[config.mk]
export PLATFORM = sky130hd
export DESIGN_NAME = long_delay_timer
export DESIGN_NICKNAME = d
export VERILOG_FILES = /design/src/rtl/ld_pkg.sv /design/src/rtl/ld_prescaler.sv /design/src/rtl/ld_edge_sync.sv /design/src/rtl/ld_cmp_timer.sv /design/src/rtl/ld_event_counter.sv /design/src/rtl/long_delay_timer.sv
export SDC_FILE = /design/constraint.sdc
export NUM_CORES = 1
export LEC_CHECK = 0
export BUFFER_PORTS_ARGS = -buffer_cell sky130_fd_sc_hd__clkbuf_2
export CORE_MARGIN = 1
export CORE_UTILIZATION = 25
export DETAILED_ROUTE_END_ITERATION = 7
export PLACE_DENSITY = 0.49
export RECOVER_POWER = 100
export SYNTH_ARGS = -nofsm -noshare
export SYNTH_HDL_FRONTEND = slang
export SYNTH_HIERARCHICAL = 1
export SYNTH_SLANG_ARGS = --single-unit
[constraint.sdc]
create_clock -name clk_i -period 4.9 [get_ports clk_i]
set_input_delay 1.47 -clock clk_i [delete_from_list [all_inputs] [get_ports clk_i]]
set_output_delay 1.47 -clock clk_i [all_outputs]
set_load 0.02 [all_outputs]
[src/rtl/ld_pkg.sv]
package ld_pkg;
  typedef enum logic [2:0] {
    CS_NONE    = 3'd0,
    CS_DIV1    = 3'd1,
    CS_DIV8    = 3'd2,
    CS_DIV64   = 3'd3,
    CS_DIV256  = 3'd4,
    CS_DIV1024 = 3'd5,
    CS_EXT     = 3'd6,
    CS_OFF     = 3'd7
  } clk_sel_e;

  localparam int NUM_TAPS = 4;
endpackage

[src/rtl/ld_prescaler.sv]
module ld_prescaler
  import ld_pkg::*;
#(
  parameter int W = 10
) (
  input  logic                clk_i,
  input  logic                rst_ni,
  input  logic                run_i,
  input  logic                clr_i,
  output logic [NUM_TAPS-1:0] tap_o
);
  localparam int TAP_BITS [NUM_TAPS] = '{3, 6, 8, 10};

  logic [W-1:0] cnt_q;

  always_ff @(posedge clk_i or negedge rst_ni) begin
    if (!rst_ni)     cnt_q <= '0;
    else if (clr_i)  cnt_q <= '0;
    else if (run_i)  cnt_q <= cnt_q + 1'b1;
  end

  for (genvar g = 0; g < NUM_TAPS; g++) begin : g_tap
    assign tap_o[g] = run_i && (&cnt_q[TAP_BITS[g]-1:0]);
  end
endmodule

[src/rtl/ld_edge_sync.sv]
module ld_edge_sync #(
  parameter logic INIT = 1'b0
) (
  input  logic clk_i,
  input  logic rst_ni,
  input  logic en_i,
  input  logic preset_i,
  input  logic d_i,
  output logic rise_o
);
  logic [2:0] sh_q;

  always_ff @(posedge clk_i or negedge rst_ni) begin
    if (!rst_ni)       sh_q <= {3{INIT}};
    else if (preset_i) sh_q <= {3{INIT}};
    else if (en_i)     sh_q <= {sh_q[1:0], d_i};
  end

  assign rise_o = en_i && !preset_i && sh_q[1] && !sh_q[2];
endmodule

[src/rtl/ld_cmp_timer.sv]
module ld_cmp_timer #(
  parameter int W = 16
) (
  input  logic         clk_i,
  input  logic         rst_ni,
  input  logic         tick_i,
  input  logic         clr_i,
  input  logic [W-1:0] cmp_i,
  output logic         tgl_o
);
  logic [W-1:0] cnt_q;
  logic [W-1:0] last;
  logic         match;

  // cmp 0 wraps to all-ones: full 2^W period
  assign last  = cmp_i - 1'b1;
  assign match = (cnt_q == last);

  always_ff @(posedge clk_i or negedge rst_ni) begin
    if (!rst_ni) begin
      cnt_q <= '0;
      tgl_o <= 1'b1;
    end else if (clr_i) begin
      cnt_q <= '0;
      tgl_o <= 1'b1;
    end else if (tick_i) begin
      if (match) begin
        cnt_q <= '0;
        tgl_o <= ~tgl_o;
      end else begin
        cnt_q <= cnt_q + 1'b1;
      end
    end
  end
endmodule

[src/rtl/ld_event_counter.sv]
module ld_event_counter #(
  parameter int W = 8
) (
  input  logic         clk_i,
  input  logic         rst_ni,
  input  logic         step_i,
  input  logic         load_i,
  input  logic [W-1:0] preload_i,
  output logic [W-1:0] cnt_o,
  output logic         ovf_o
);
  always_ff @(posedge clk_i or negedge rst_ni) begin
    if (!rst_ni)      cnt_o <= '0;
    else if (load_i)  cnt_o <= preload_i;
    else if (step_i)  cnt_o <= cnt_o + 1'b1;
  end

  assign ovf_o = step_i && !load_i && (&cnt_o);
endmodule

[src/rtl/long_delay_timer.sv]
module long_delay_timer
  import ld_pkg::*;
#(
  parameter int PRESC_W = 10,
  parameter int CMP_W   = 16,
  parameter int EVT_W   = 8
) (
  input  logic             clk_i,
  input  logic             rst_ni,
  input  logic             run_i,
  input  logic [2:0]       clk_sel_i,
  input  logic             ext_clk_i,
  input  logic [CMP_W-1:0] cmp_val_i,
  input  logic [EVT_W-1:0] preload_i,
  input  logic             load_i,
  input  logic             irq_en_i,
  input  logic             flag_clr_i,
  output logic             tgl_o,
  output logic [EVT_W-1:0] evt_cnt_o,
  output logic             flag_o,
  output logic             irq_o
);
  logic [NUM_TAPS-1:0] tap;
  logic                ext_rise;
  logic                tick;
  logic                evt_step;
  logic                evt_ovf;
  clk_sel_e            sel;

  assign sel = clk_sel_e'(clk_sel_i);

  ld_prescaler #(.W(PRESC_W)) u_presc (
    .clk_i  (clk_i),
    .rst_ni (rst_ni),
    .run_i  (run_i),
    .clr_i  (load_i),
    .tap_o  (tap)
  );

  ld_edge_sync #(.INIT(1'b0)) u_ext_sync (
    .clk_i    (clk_i),
    .rst_ni   (rst_ni),
    .en_i     (1'b1),
    .preset_i (1'b0),
    .d_i      (ext_clk_i),
    .rise_o   (ext_rise)
  );

  always_comb begin
    case (sel)
      CS_DIV1:    tick = run_i;
      CS_DIV8:    tick = tap[0];
      CS_DIV64:   tick = tap[1];
      CS_DIV256:  tick = tap[2];
      CS_DIV1024: tick = tap[3];
      CS_EXT:     tick = run_i && ext_rise;
      default:    tick = 1'b0;
    endcase
  end

  ld_cmp_timer #(.W(CMP_W)) u_cmp (
    .clk_i  (clk_i),
    .rst_ni (rst_ni),
    .tick_i (tick && !load_i),
    .clr_i  (load_i),
    .cmp_i  (cmp_val_i),
    .tgl_o  (tgl_o)
  );

  // toggle resynchronized as event clock; frozen with the chain
  ld_edge_sync #(.INIT(1'b1)) u_evt_sync (
    .clk_i    (clk_i),
    .rst_ni   (rst_ni),
    .en_i     (run_i),
    .preset_i (load_i),
    .d_i      (tgl_o),
    .rise_o   (evt_step)
  );

  ld_event_counter #(.W(EVT_W)) u_evt (
    .clk_i     (clk_i),
    .rst_ni    (rst_ni),
    .step_i    (evt_step),
    .load_i    (load_i),
    .preload_i (preload_i),
    .cnt_o     (evt_cnt_o),
    .ovf_o     (evt_ovf)
  );

  always_ff @(posedge clk_i or negedge rst_ni) begin
    if (!rst_ni) flag_o <= 1'b0;
    else         flag_o <= evt_ovf || (flag_o && !flag_clr_i);
  end

  assign irq_o = flag_o && irq_en_i;
endmodule

* Yosys cells after proc, flatten, opt, wreduce, memory -nomap -nowiden
Index checks and enable logic that the tools add are counted.
** Word-level totals
- Register bits after elaboration :: 42
- Bits of input ports :: 34
** Cells by class
- Reductions and logical operators :: 29
- Add/subtract/negate cells :: 4
- Bitwise operators :: 1
- Equal/unequal tests :: 7
- Muxes and demuxes :: 13
** Operators with widths (number)
- 2-to-1 mux 16 bit :: 3
- 2-to-1 mux 10 bit :: 2
- adder 16 x 1 -> 16 bit, second input constant :: 1
- equality test 16 bit :: 1
- 2-to-1 mux 8 bit :: 2
- AND reduction 8 bit :: 2
- subtractor 16 x 1 -> 16 bit, second input constant :: 1
- logical AND 1 bit :: 14
- adder 10 x 1 -> 10 bit, second input constant :: 1
- AND reduction 10 bit :: 1
- equality test 3 bit, second input constant :: 3
- adder 8 x 1 -> 8 bit, second input constant :: 1
- nonzero test 2 bit :: 4
- equality test 3 x 2 -> 1 bit, second input constant :: 2
- 2-to-1 mux 3 bit :: 2
- case mux 1 bit (6 select lines) :: 1
- AND reduction 6 bit :: 1
- logical NOT 1 bit :: 4
- equality test 3 x 1 -> 1 bit, second input constant :: 1
- 2-to-1 mux 1 bit :: 3
- AND reduction 3 bit :: 1
- AND reduction 2 bit :: 1
- logical OR 1 bit :: 1
- inverter 1 bit :: 1

* Depth between registers and ports, before layout
- Depth in word-level cells :: 7
- Gate-level depth with buffers :: 13

* Cells and area by module
Netlist, hierarchy kept.
** Modules (own cells, without submodules)
- ld_cmp_timer :: times used 1, area an instance 1438.9 um2, cells each 162
- ld_prescaler :: times used 1, area an instance 539.3 um2, cells each 52
- ld_event_counter :: times used 1, area an instance 457.9 um2, cells each 50
- ld_edge_sync (u_evt_sync) :: times used 1, area an instance 133.9 um2, cells each 10
- ld_edge_sync (u_ext_sync) :: times used 1, area an instance 128.9 um2, cells each 10
- long_delay_timer :: times used 1, area an instance 117.6 um2, cells each 14

* Worst setup path before layout
OpenSTA, ideal clock, no wires.
- Path type :: in2reg
- Start :: input port cmp_val_i[1]
- End :: register u_cmp.cnt_q[13]
- Setup slack :: 1.199 ns
- Stages :: 7
- Setup time :: 0.119 ns
- Buffers on the path :: 1
- Arrival :: 3.582 ns
- Cells stage by stage :: or4_4 > or3_4 > a2111oi_4 > o2111ai_2 > o41ai_4 > buf_6 > nor2_2
** Between the ends
- Word-level cells in the longest chain between the ends :: 5
** RTL lines
- start, declared :: line long_delay_timer.sv:13 : input logic [CMP_W-1:0] cmp_val_i,
- subtractor 16 x 1 -> 16 bit :: line ld_cmp_timer.sv:16 : assign last = cmp_i - 1'b1;
- equality test 16 bit :: line ld_cmp_timer.sv:17 : assign match = (cnt_q == last);
- 2-to-1 mux 16 bit :: line ld_cmp_timer.sv:27 : if (match) begin
- 2-to-1 mux 16 bit :: line ld_cmp_timer.sv:26 : end else if (tick_i) begin
- 2-to-1 mux 16 bit :: line ld_cmp_timer.sv:23 : end else if (clr_i) begin
- end signal, assigned :: line ld_cmp_timer.sv:31 : cnt_q <= cnt_q + 1'b1;
- end, declared :: line ld_cmp_timer.sv:11 : logic [W-1:0] cnt_q;
No other way between the ends. The select of a mux whose other input is x is not followed.
A chain may end at the register's enable or synchronous reset.

* Final worst setup path
- Start :: input port run_i
- End :: register u_cmp.cnt_q[12]
** Between the ends
- Word-level cells in the longest chain between the ends :: 4
** RTL lines
- start, declared :: line long_delay_timer.sv:10 : input logic run_i,
- logical AND 1 bit :: line ld_prescaler.sv:23 : assign tap_o[g] = run_i && (&cnt_q[TAP_BITS[g]-1:0]);
- via tap[2] :: line long_delay_timer.sv:23 : logic [NUM_TAPS-1:0] tap;
- case mux 1 bit (6 select lines) :: line long_delay_timer.sv:50 : case (sel)
- logical AND 1 bit :: line long_delay_timer.sv:64 : .tick_i (tick && !load_i),
- nonzero test 2 bit (no source line)
The timed path passes the listed nets, and every way through them passes these cells.

==> results.ini <==
[setup_path]
r2r-end = u_cmp/cnt_q[12]
rrSetupSlack_ns = 2.10
worstSetupPathType = in -> reg
reg2reg_depth = 13
critPathSlowestCell = clkbuf_1
critical_path_depth = 13
worst_setup_path_end_kind = flip-flop
slowest_delay_ns = 0.48
worstPathRequired_ns = 5.09
critPathBufInv = 2
critPathLaunchType = input port
arrival_ns = 4.17
crit_chain = clkbuf_1 > nand3_1 > nor3_1 > mux2_1 > nand3b_1 > a31oi_1 > buf_4 > o21a_1 > nand3_1 > nor2_1 > nand3_1 > xor2_1 > nor2_2
cpLargestDelayFamily = simple AND/OR/NAND/NOR gates
critPathMaxFanout = 15
path_common_cell = nand3_1
r2r_start = u_presc/cnt_q[0]

[synth]
synth_warnings = 6
synthArstFlopShare_pct = 100.0
synth_top_family_by_area = simple AND/OR/NAND/NOR gates
synth_top_area_share_pct = 33.76
synth.area.mux_share_pct = 4.043
synth_fa_ha_area_share_pct = 2.221
yosys.area.top_type = dfrtp_1
postSynthCellCount = 298
synth-edff-count = 0
synth-seq-cells = 42
synthSimpleGateAreaFrac_pct = 28.17
synth_compound_area_share_pct = 12.31
yosysSeqAreaShare_pct = 37.49
synth_xor_area_share_pct = 12.13
netlist-cell-type-count = 60
synthTopCellsByArea = dfrtp_1 (34%), xor2_1 (6.2%), xnor2_1 (5.9%)
synth.cell_area_um2 = 2816
postSynthAreaPerCell_um2 = 9.451
synth_flop_cell = dfrtp_1

[run_status]
outcome = finished, violations left
violations = max-capacitance violations, max-slew violations

[hold_path]
min_path_cells = 1
hp-class = reg -> reg
min_from = flag_o
holdPathEnd = flag_o

[timing]
slew_headroom_pct = -57.20
rsz0062_at_grt = false
worst_pin_slew_ns = 2.358
worst_slack_ns = 0.9167
tns_ns = 0
fin_crit_ns = 3.983
fmax_mhz = 251.0
fin_crit_sh_pct = 81.29
hold_viol = 0
drv_slew = 43
clock_skew_ns = 0.004421
finalSetupViolCount = 0

[place]
dp.cells = 484
gp_congestion = 0.7471
dpl.hpwl_um = 4559
numPortBuffers = 44
dpl_worst_slack_ns = 0.9146

[routing]
drtAntennaViolNets = 0
drt-initial-drc-count = 90
wl_um = 6115
route.detailed.drc = 0
firstDrtPassIters = 4
met2_length_um = 2884
wl_met3_um = 174
route.vias.total = 2300
viasPerCell = 4.675
wl_per_cell_um = 12.43
top_layer = met4
wl_met1_um = 2982

[floorplanning]
die_w_um = 108.1
dieHeight_um = 108.1
ios = 45
std_cell_rows = 38
die-area_um2 = 11690
core_area_um2 = 10890
start_util_pct = 25.87

[global_route]
grt_pass1_vias = 2158
grt_pass1_wl_um = 10280
grt_antenna_before_repair = 0
grt_overflow = 0
grt_max_degree = 43
grt_use_total_pct = 11.18

[clocking]
cts_tree = yes
ctsHoldBuffers = 0
cts_made_buffers = 5
postCtsSetupBuffers = 0
htree_levels = 2
cts_repair_resize_count = 0
cts_sinks = 42
insertion_delay_ns = 0.29
cts_max_path_buffers = 2
clockRootBuffer = clkbuf_8
cts.reportedPaths.clkPinSlew_ns = 0.08

[finish]
fin_cells = 492
drive_above_1_share_pct = 18.18
layout_commonest_cell = dfrtp_1
synthToLayoutAreaGrowth_pct = 15.10
final_cell_mix = dfrtp_1 (38), clkbuf_2 (32), nor2_1 (27), nand2_1 (24), xor2_1 (20)
diodes = 0
nets = 390

[flow_run]
maxCapViolations = 1

[power_and_ir_drop]
ir_drop_uv = 123.5
p_leak_uw = 0.001350
p_per_area_nw_per_um2 = 229.2

-- flip-flops by register name, indices dropped and copies added, names as in the netlist --
| signal | cells |
|---|---|
| u_cmp/tgl_o | 1 |
| flag_o | 1 |
| u_cmp/cnt_q | 16 |
| u_evt_sync/sh_q | 3 |
| u_ext_sync/sh_q | 3 |
| u_presc/cnt_q | 10 |
| u_evt/cnt_o | 8 |
-- per-stage QoR --
step | instance area, um^2 | utilization [%] | total power, uW | hold WS [ns]
3_5_place_dp | 3218 | 29.56 | 482.6 | 0.4931
6_report | 3242 | 29.77 | 743.2 | 0.5050
3_3_place_gp | 3218 | 29.56 | 480.1 | 0.4880
2_1_floorplan | 2839 | - | 435.1 | 0.4896
5_1_grt | 3242 | 29.77 | 785.1 | 0.5331
4_1_cts | 3328 | 30.57 | 765.4 | 0.5134
-- how the worst max path moves through the flow --
stage,from,to,slack [ns]
after global routing,run_i,u_cmp/cnt_q[12],0.63
after detailed placement,cmp_val_i[0],u_cmp/cnt_q[11],0.91
after CTS,cmp_val_i[0],u_cmp/cnt_q[11],1.23
after floorplan,cmp_val_i[1],u_cmp/cnt_q[13],1.20
after global placement,run_i,u_cmp/cnt_q[12],0.92
final,run_i,u_cmp/cnt_q[12],0.92
-- Yosys cell counts (3+ instances only) --
cell,number
dfrtp_1,38
nand2_1,24
nor2_1,23
xor2_1,20
xnor2_1,19
o21ai_0,15
nand3_1,14
nor2b_1,11
nor2_2,10
inv_1,9
mux2i_1,8
nand4_1,8
a21oi_1,6
clkbuf_1,5
ha_1,5
nand3b_1,5
nor4_1,5
a211o_1,4
and2_1,4
dfstp_2,4
or4_1,4
a31oi_1,3
nor3_1,3
or3_1,3
-- report_power, final --
group	internal [uW]	leakage, uW	switching (uW)
registers	358	0.000556	11.0
clock network	152	0.0000514	123
logic	38.9	0.000742	60.2
total	549	0.00135	195
-- layer usage --
metal | up-vias | track usage (%)
met5 | - | 0
met3 | 4 | 2.049
met4 | 0 | 3.816
li1 | 1165 | -
met2 | 35 | 18.56
met1 | 1096 | 14.53
-- final cells by class --
cell class | instances | area [um^2]
fillers | 1166 | 7646
multi-input cells | 243 | 1624
flip-flops and latches | 42 | 1056
repair buffers | 50 | 242.7
well taps | 140 | 175.2
clock buffers | 6 | 72.57
clock inverters | 2 | 37.54
inverters | 9 | 33.78
-- cell families after synthesis --
| kind of cell | Yosys count |
|---|---|
| flip-flops | 42 |
| multiplexers | 11 |
| AND/OR/NAND/NOR | 136 |
| other | 2 |
| XOR/XNOR | 39 |
| buffers and inverters | 19 |
| AO/OA/AOI/OAI | 44 |
| adder cells (fa/ha/maj) | 5 |
Power figures use the tool's default switching activity.
